--- config.mk ---
export PLATFORM = sky130hd
export DESIGN_NAME = rx_addr_filter
export DESIGN_NICKNAME = d
export VERILOG_FILES = /design/src/rtl/rx_addr_filter.sv
export SDC_FILE = /design/constraint.sdc
export NUM_CORES = 1
export LEC_CHECK = 0
export BUFFER_PORTS_ARGS = -buffer_cell sky130_fd_sc_hd__buf_2
export CAP_MARGIN = 20
export CORE_ASPECT_RATIO = 0.6
export CORE_UTILIZATION = 45
export DETAILED_ROUTE_END_ITERATION = 12
export PLACE_DENSITY_LB_ADDON = 0.08
export SLEW_MARGIN = 20
export SYNTH_ARGS = -nofsm -noshare
export SYNTH_HDL_FRONTEND = slang
export SYNTH_SLANG_ARGS = --single-unit
--- constraint.sdc ---
create_clock -name clk -period 4.5 [get_ports clk]
set_input_delay 0 -clock clk [delete_from_list [all_inputs] [get_ports clk]]
set_output_delay 0 -clock clk [all_outputs]
set_load 0.01 [all_outputs]
--- src/rtl/rx_addr_filter.sv ---
module rx_addr_filter #(
  parameter logic [31:0] POLY = 32'h04C11DB7
) (
  input  logic        clk,
  input  logic        rst_n,
  input  logic        cfg_we,
  input  logic [2:0]  cfg_sel,
  input  logic [31:0] cfg_wdata,
  input  logic        rx_valid,
  input  logic        rx_sof,
  input  logic [7:0]  rx_byte,
  output logic        dec_done,
  output logic        dec_accept,
  output logic [15:0] dec_status
);
  localparam int NBYTES = 6;
  localparam int HBITS  = 6;
  localparam int NHASH  = 1 << HBITS;

  logic [47:0]      sta_q;
  logic [NHASH-1:0] hash_q;
  logic [3:0]       rcfg_q;
  logic [2:0]       cnt_q;
  logic [31:0]      crc_q;
  logic             phys_q, bc_q, mc_q;

  function automatic logic [31:0] crc_byte(input logic [31:0] c, input logic [7:0] d);
    logic [31:0] r;
    logic        fb;
    r = c;
    for (int k = 0; k < 8; k++) begin
      fb = r[31] ^ d[k];
      r  = {r[30:0], 1'b0} ^ (fb ? POLY : 32'h0);
    end
    return r;
  endfunction

  logic [2:0]  idx;
  logic [47:0] sta_sh;
  logic [31:0] crc_nx;
  logic        take, last, phys_nx, bc_nx, mc_nx, is_mc, mhit, acc;

  assign take    = rx_valid && (rx_sof || cnt_q < 3'(NBYTES));
  assign idx     = rx_sof ? 3'd0 : cnt_q;
  assign last    = take && idx == 3'(NBYTES - 1);
  assign sta_sh  = sta_q >> (8 * idx);
  assign crc_nx  = crc_byte(rx_sof ? 32'hFFFF_FFFF : crc_q, rx_byte);
  assign phys_nx = (rx_sof || phys_q) && rx_byte == sta_sh[7:0];
  assign bc_nx   = (rx_sof || bc_q) && rx_byte == 8'hFF;
  assign mc_nx   = rx_sof ? rx_byte[0] : mc_q;
  assign is_mc   = mc_nx && !bc_nx;
  assign mhit    = is_mc && hash_q[crc_nx[31:32-HBITS]];
  assign acc     = rcfg_q[0] | (rcfg_q[1] & phys_nx) | (rcfg_q[3] & bc_nx) | (rcfg_q[2] & mhit);

  always_ff @(posedge clk or negedge rst_n) begin
    if (!rst_n) begin
      sta_q  <= '0;
      hash_q <= '0;
      rcfg_q <= '0;
    end else if (cfg_we) begin
      case (cfg_sel)
        3'd0: sta_q[31:0]   <= cfg_wdata;
        3'd1: sta_q[47:32]  <= cfg_wdata[15:0];
        3'd2: hash_q[31:0]  <= cfg_wdata;
        3'd3: hash_q[63:32] <= cfg_wdata;
        3'd4: rcfg_q        <= cfg_wdata[3:0];
        default: ;
      endcase
    end
  end

  always_ff @(posedge clk or negedge rst_n) begin
    if (!rst_n) begin
      cnt_q  <= 3'(NBYTES);
      crc_q  <= '1;
      phys_q <= 1'b0;
      bc_q   <= 1'b0;
      mc_q   <= 1'b0;
    end else if (take) begin
      cnt_q  <= idx + 3'd1;
      crc_q  <= crc_nx;
      phys_q <= phys_nx;
      bc_q   <= bc_nx;
      mc_q   <= mc_nx;
    end
  end

  always_ff @(posedge clk or negedge rst_n) begin
    if (!rst_n) begin
      dec_done   <= 1'b0;
      dec_accept <= 1'b0;
      dec_status <= '0;
    end else begin
      dec_done   <= last;
      dec_accept <= last && acc;
      dec_status <= last ? {mhit, phys_nx, bc_nx, 13'b0} : 16'h0;
    end
  end
endmodule


==> impl_results.md, run 1 <==
- Status: complete, no violations
- Cells taking the most area after synthesis: dfrtp_1, mux2_2, dfstp_2
- Netlist Area Pre-Place: 8426 um^2
- Largest net degree at the start of global routing: 94
- Capturing element type of the critical path: flip-flop
- Simple-Gate Fraction of Synth Area: 8.984%
- Sequential cell area: 4021 um^2
- Synthesized-area fraction occupied by ao, oa, aoi and oai cells: 7.321%
- Clock root cell: clkbuf_16
- Time the final worst path needs with I/O delays and setup: 3.457 ns
- DRC errors left: 0
- Most frequent cell after synthesis: dfrtp_1
- Category of cells accounting for the largest share of critical-path delay: simple AND/OR/NAND/NOR gates
- Maximum single-stage delay on the critical path: 0.61 ns
- Area added between synthesis and finish: 16.62%
- Worst reg2reg setup slack: 1.04 ns
- Filler cell count: 1589
- Gate count of the mapped netlist: 735
- Max-cap check violation count: 0
- Largest vdd supply drop: 0.2794 mV
- CTS H-tree depth: 4
- Core Area: 18210 um^2
- Relative slew margins: 36.26%
- Main synth FF type: dfrtp_1
- Via count: 5864
- Share of the yosys chip area belonging to registers: 47.73%
- R2R Path Start: crc_q[28]
- Startpoint type of the worst setup path: flip-flop
- Total wire length: 23.19 mm
- Clock skew: 0.008171 ns
- Top-level I/O count: 66
- Setup Buffers After CTS: 0
- Highest-delay cell along the critical path: dfstp_2
- Post-synthesis share of cell area spent on xor and xnor gates: 11.30%
- Maximum achievable frequency: 289.2 MHz
- Antenna diodes: 0
- Most common library cells after synthesis: dfrtp_1, mux2_2, nand2_1, xnor2_1, nor2_1
- DR vias/cell: 5.537
- Cell accounting for the most synthesized area: dfrtp_1
- Setup repair after global routing missed its margin: no
- Total Neg Setup Slack: 0 ns
- Count of distinct cell types in the synthesized netlist: 54
- Worst path cell trace: xor3_1 -> nor3_1 -> a211oi_1 -> nor2_4 -> mux4_2 -> nand2_1 -> a21boi_1 -> o41ai_2 -> o21ai_2
- Drt first pass iters: 5
- Initial core utilization: 46.27%
- Mean cell area of the mapped netlist: 11.46 um^2
- Hold path startpoint: rx_byte[6]
- Remaining global-route overflow: 0
- Buf+Inv Stages, Crit Path: 0
- Post-DR wirelength/cell: 21.90 um
- Kind of critical path: reg2reg
- Initial antenna violation count: 0
- Setup violation total in the final timing report: 0
- Register-to-Register Path Depth: 9
- Number of buffers on the longest clock path: 2
- Count of input and output buffers: 52
- Required time at the endpoint of the critical path: 4.81 ns
- Total power per unit cell area: 683.0 nW/um^2
- Post-Synth Adder-Cell Area: 0.2970%
- Latest clock arrival within the worst-skew pair: 0.44 ns
- Final core area utilization: 53.96%
- Overall die width: 178.7 um
- Wire length of the first global-routing pass: 35.74 mm
- Arrival time of data at the critical path endpoint: 3.77 ns
- Final count of hold timing violations: 0
- Number of buffers added by the clock tree synthesis step: 17
- Row cnt: 38
- Number of flops mapped to enable cells by yosys: 0
- Number of global-route vias before repair: 5761
- Share of final-layout standard cells stronger than drive strength 1: 32.60%
- Worst Hold Class: in2reg
- CTS tree: done
- Clock net sink count: 159
- Fraction of the cycle the final worst path needs: 76.83%
- Hold Crit Depth: 4
- Share of Yosys cell area claimed by the top area cell type: 37.13%
- Final weighted congestion of routability-driven global placement: 0.8667
- Resize count post-CTS: 0
- Placed wire-length estimate: 16.94 mm
- FFs w/ async S/R, synth: 100.0%
- GRT Overall Usage: 26.05%
- Final-report max-slew violation count: 0
- Least-Margin Pin Slew: 0.9561 ns
- Capture endpoint of the worst hold path: crc_q[17]
- Cell area after layout: 9826 um^2
- Synthesis-stage register bit count: 159
- Synth warnings: 0
- Combined area of the multi-input logic cells: 4153 um^2
- Portion of netlist area occupied by mux cells: 20.63%
- Clock-pin slew on the worst setup and hold paths: 0.07 ns
- Die area: 19290 um^2
- Remaining antenna violation count: 0
- Endpoint of the lowest-slack register-to-register path: dec_accept
- Leakage power: 4.143 nW
- Hold Worst Slack: 0.05963 ns
- Die height: 108.0 um
- Main combinational cell family by area after synthesis: multiplexers
- CP Max Fanout: 20
- Number of DRC markers after the initial detailed-route iteration: 439
- Cell Area, Placed: 8826 um^2
- Final nets: 856
- Number of buffers inserted by hold repair at cts: 35
==> metrics by stage <==
step           std cells  total power, W  setup slack, ns
2_1_floorplan        747        0.004360            1.489
3_3_place_gp         992        0.005031           0.8650
3_5_place_dp         992        0.005084           0.7274
4_1_cts             1059        0.006718           0.6758
5_1_grt             1059        0.007139           0.7948
6_report            1059        0.006711            1.043
==> layer usage <==
layer	vias to the layer above	share of wire, %	global-route usage (%)
met1	2963	53	42.27
met4	0	1.0	6.719
met2	208	37	32.36
met3	17	8.4	7.806
met5	-	0	0
li1	2676	-	-
==> state kept, by name, indices dropped and copies added (netlist names), 3 cells and up <==
register / count
hash_q: 64
sta_q: 48
crc_q: 32
rcfg_q: 4
cnt_q: 3
dec_status: 3
==> report_power, final <==
| group | switching (W) | internal [W] |
|---|---|---|
| Combinational | 0.00153 | 0.00131 |
| Clock | 0.000629 | 0.000955 |
| Sequential | 0.000364 | 0.00193 |
==> area by class of cell <==
cell class	count	share of cell area, %
multi-input cells	527	42.26
flip-flops and latches	159	40.93
repair buffers	97	7.042
clock buffers	18	4.470
well taps	240	3.056
clock inverters	14	2.088
inverters	4	0.1528
==> worst max-delay path by stage <==
| stage | from | to | slack, ns | cells past startpoint |
|---|---|---|---|---|
| CTS | crc_q[28] | dec_accept | 0.68 | 9 |
| global route | crc_q[28] | dec_accept | 0.79 | 9 |
| finish | crc_q[28] | dec_accept | 1.04 | 9 |
| global placement | crc_q[28] | dec_status[15] | 0.86 | 9 |
| detailed placement | crc_q[28] | dec_accept | 0.73 | 9 |
| floorplan | crc_q[28] | dec_accept | 1.49 | 12 |
==> cell families (layout without fill, tap and decap cells) <==
| logic type | count (synthesis) | in the layout |
|---|---|---|
| buf+inv | 61 | 133 |
| simple gates | 167 | 167 |
| mux | 148 | 148 |
| xor+xnor | 102 | 102 |
| flops | 159 | 159 |
| fa+ha+maj | 2 | 2 |
| other cells | 1 | 13 |
| compound gates | 95 | 95 |
==> layout by cell type, fill, tap and decap left out, types with 4 or more instances in the layout <==
| cell | n |
|---|---|
| xor2_1 | 27 |
| a21oi_1 | 11 |
| o21ai_1 | 9 |
| dfstp_2 | 34 |
| o21ai_0 | 25 |
| xnor2_1 | 69 |
| or3_1 | 5 |
| mux4_2 | 8 |
| mux2i_1 | 15 |
| nand4_1 | 6 |
| mux2_2 | 118 |
| nor3_1 | 6 |
| dfrtp_1 | 125 |
| o21a_1 | 4 |
| clkbuf_16 | 17 |
| mux2_1 | 7 |
| nand2_1 | 69 |
| nor2_1 | 46 |
| and3_1 | 6 |
| conb_1 | 13 |
| buf_4 | 10 |
| dlygate4sd3_1 | 35 |
| buf_2 | 51 |
| o211ai_1 | 7 |
| nor2b_1 | 9 |
| a21boi_0 | 4 |
| nand3_1 | 5 |
| o22ai_1 | 7 |
| a211oi_1 | 11 |
| bufinv_16 | 4 |
==> worst reg2reg max path, delay by kind of cell, from the launching register on <==
family | cells | cell delay, ns
and+or+nand+nor | 3 | 0.91
xor gates and xnor gates | 1 | 0.49
DFF | 1 | 0.61
AOI/OAI and AO/OA | 4 | 0.71
muxes | 1 | 0.62
Note: power is estimated with default switching activity, not from simulation.
==> run 2: changes to the inputs <==
clock period = 3.4 ns   (was 4.5 ns; I/O delays follow)
==> impl_results.md, run 2 (same netlist as run 1, synthesis figures left out) <==
- Status: complete, no violations
- Maximum single-stage delay on the critical path: 0.53 ns
- Time the final worst path needs with I/O delays and setup: 3.149 ns
- Category of cells accounting for the largest share of critical-path delay: compound AO/OA/AOI/OAI gates
- Drt first pass iters: 5
- Number of global-route vias before repair: 5750
- Latest clock arrival within the worst-skew pair: 0.42 ns
- Worst path cell trace: xor3_1 -> or3_4 -> a211oi_2 -> nor2_4 -> mux4_2 -> nand2_1 -> a21boi_1 -> o41ai_2 -> o21ai_2
- Highest-delay cell along the critical path: dfstp_2
- Kind of critical path: reg2reg
- DRC errors left: 0
- CTS tree: done
- Relative slew margins: 29.23%
- Setup violation total in the final timing report: 0
- Clock net sink count: 159
- Antenna diodes: 0
- Total power per unit cell area: 889.4 nW/um^2
- Leading cell types in the layout, fill and taps excluded: dfrtp_1, mux2_2, nand2_1, xnor2_1, buf_2
- Final count of hold timing violations: 0
- Row cnt: 38
- Clock-pin slew on the worst setup and hold paths: 0.07 ns
- Largest vdd supply drop: 0.4254 mV
- Area added between synthesis and finish: 17.15%
- Final nets: 871
- Remaining antenna violation count: 0
- Share of final-layout standard cells stronger than drive strength 1: 33.81%
- GRT Overall Usage: 25.65%
- Arrival time of data at the critical path endpoint: 3.45 ns
- Capturing element type of the critical path: flip-flop
- Clock skew: 0.01069 ns
- Die height: 108.0 um
- Placed wire-length estimate: 16.87 mm
- Final-report max-slew violation count: 0
- Maximum achievable frequency: 317.5 MHz
- Post-route worst setup slack: 0.2505 ns
- Fraction of the cycle the final worst path needs: 92.63%
- Flip-flop count of the largest register, all copies and words added: 64
- Count of input and output buffers: 52
- Core Area: 18210 um^2
- Startpoint type of the worst setup path: flip-flop
- Total wire length: 23.11 mm
- Top-level I/O count: 66
- Max-cap check violation count: 0
- DR vias/cell: 5.489
- Overall die width: 178.7 um
- Initial antenna violation count: 0
- Least-Margin Pin Slew: 1.062 ns
- Remaining global-route overflow: 0
- Number of buffers on the longest clock path: 2
- Final weighted congestion of routability-driven global placement: 0.8301
- Largest registers ranked by flip-flop count: hash_q x64, sta_q x48, crc_q x32
- Wire length of the first global-routing pass: 35.60 mm
- Power, Total: 0.008779 W
- Setup Buffers After CTS: 0
- Buf+Inv Stages, Crit Path: 0
- Via count: 5895
- Initial core utilization: 46.27%
- CP Max Fanout: 10
- Number of DRC markers after the initial detailed-route iteration: 488
- Leakage power: 4.178 nW
- Required time at the endpoint of the critical path: 3.70 ns
- Die area: 19290 um^2
- Setup repair after global routing missed its margin: no
- Clock root cell: clkbuf_16
- CTS H-tree depth: 4
- Number of buffers added by the clock tree synthesis step: 17
- Largest net degree at the start of global routing: 94
- Post-DR wirelength/cell: 21.51 um
- Most flops, register: hash_q
- Worst Hold Class: in2reg
- Most common cell after layout, fill and taps aside: dfrtp_1
- Worst slack, placed: -0.2360 ns
## run 2: repair_timing
action / in CTS / in global routing
endpoints found under the setup margin: 2 / 2
pin swaps: 0 / 1
hold buffers: 34 / 0
cloned: 0 / 1
gates resized for setup: 1 / 1
endpoints found under the hold margin: 193 / 0
## run 2: layer usage
layer	GRT usage, %	vias up	share of wire [%]
met4	5.085	0	0.77
met5	0	-	0
met3	7.454	15	8.2
li1	-	2714	-
met1	42.10	2965	53
met2	32.23	201	38
## run 2: path summary, 6_finish.rpt
| path | start | endpoint | slack, ns | cells after the start |
|---|---|---|---|---|
| max in group asynchronous | rst_n | crc_q[4] | 2.27 | 3 |
| hold reg to reg | crc_q[7] | crc_q[7] | 0.46 | 2 |
| min in group asynchronous | rst_n | hash_q[12] | 0.25 | 2 |
| setup reg to reg | crc_q[28] | dec_accept | 0.25 | 9 |
| hold / removal | rx_byte[6] | crc_q[17] | 0.07 | 4 |
| setup / recovery | crc_q[28] | dec_accept | 0.25 | 9 |
## run 2: worst min-delay path, stage by stage
cell and delay (ns):
buf_2 0.18, xnor2_1 0.11, xnor2_1 0.12, o21ai_0 0.08
## run 2: cell type report
cell class | instances | area [um^2]
sequential | 159 | 4021
clock inverter | 13 | 130.1
timing repair buffer | 111 | 807.0
multi-input combinational | 528 | 4164
clock buffer | 19 | 432.9
fill | 1544 | 8339
tap | 240 | 300.3
inverter | 4 | 15.01
## run 2: per-stage QoR
| stage | cell area [um^2] | hold WS (ns) | utilization, % | TNS (ns) | cells |
|---|---|---|---|---|---|
| 2_1_floorplan | 8471 | -0.2956 | - | 0 | 747 |
| 3_3_place_gp | 8951 | 0.1508 | 49.15 | -0.2283 | 1007 |
| 3_5_place_dp | 8951 | 0.1654 | 49.15 | -0.4484 | 1007 |
| 4_1_cts | 9859 | 0.07114 | 54.14 | 0 | 1073 |
| 5_1_grt | 9871 | 0.1197 | 54.21 | 0 | 1074 |
| 6_report | 9871 | 0.07061 | 54.21 | 0 | 1074 |
## run 2: report_power, final
part | leakage [nW] | switching [W] | total (W) | internal (W)
registers | 1.87 | 0.000397 | 0.00295 | 0.00255
clock network | 0.267 | 0.000817 | 0.00184 | 0.00102
logic | 2.04 | 0.00216 | 0.00399 | 0.00183
total | 4.18 | 0.00337 | 0.00878 | 0.00541
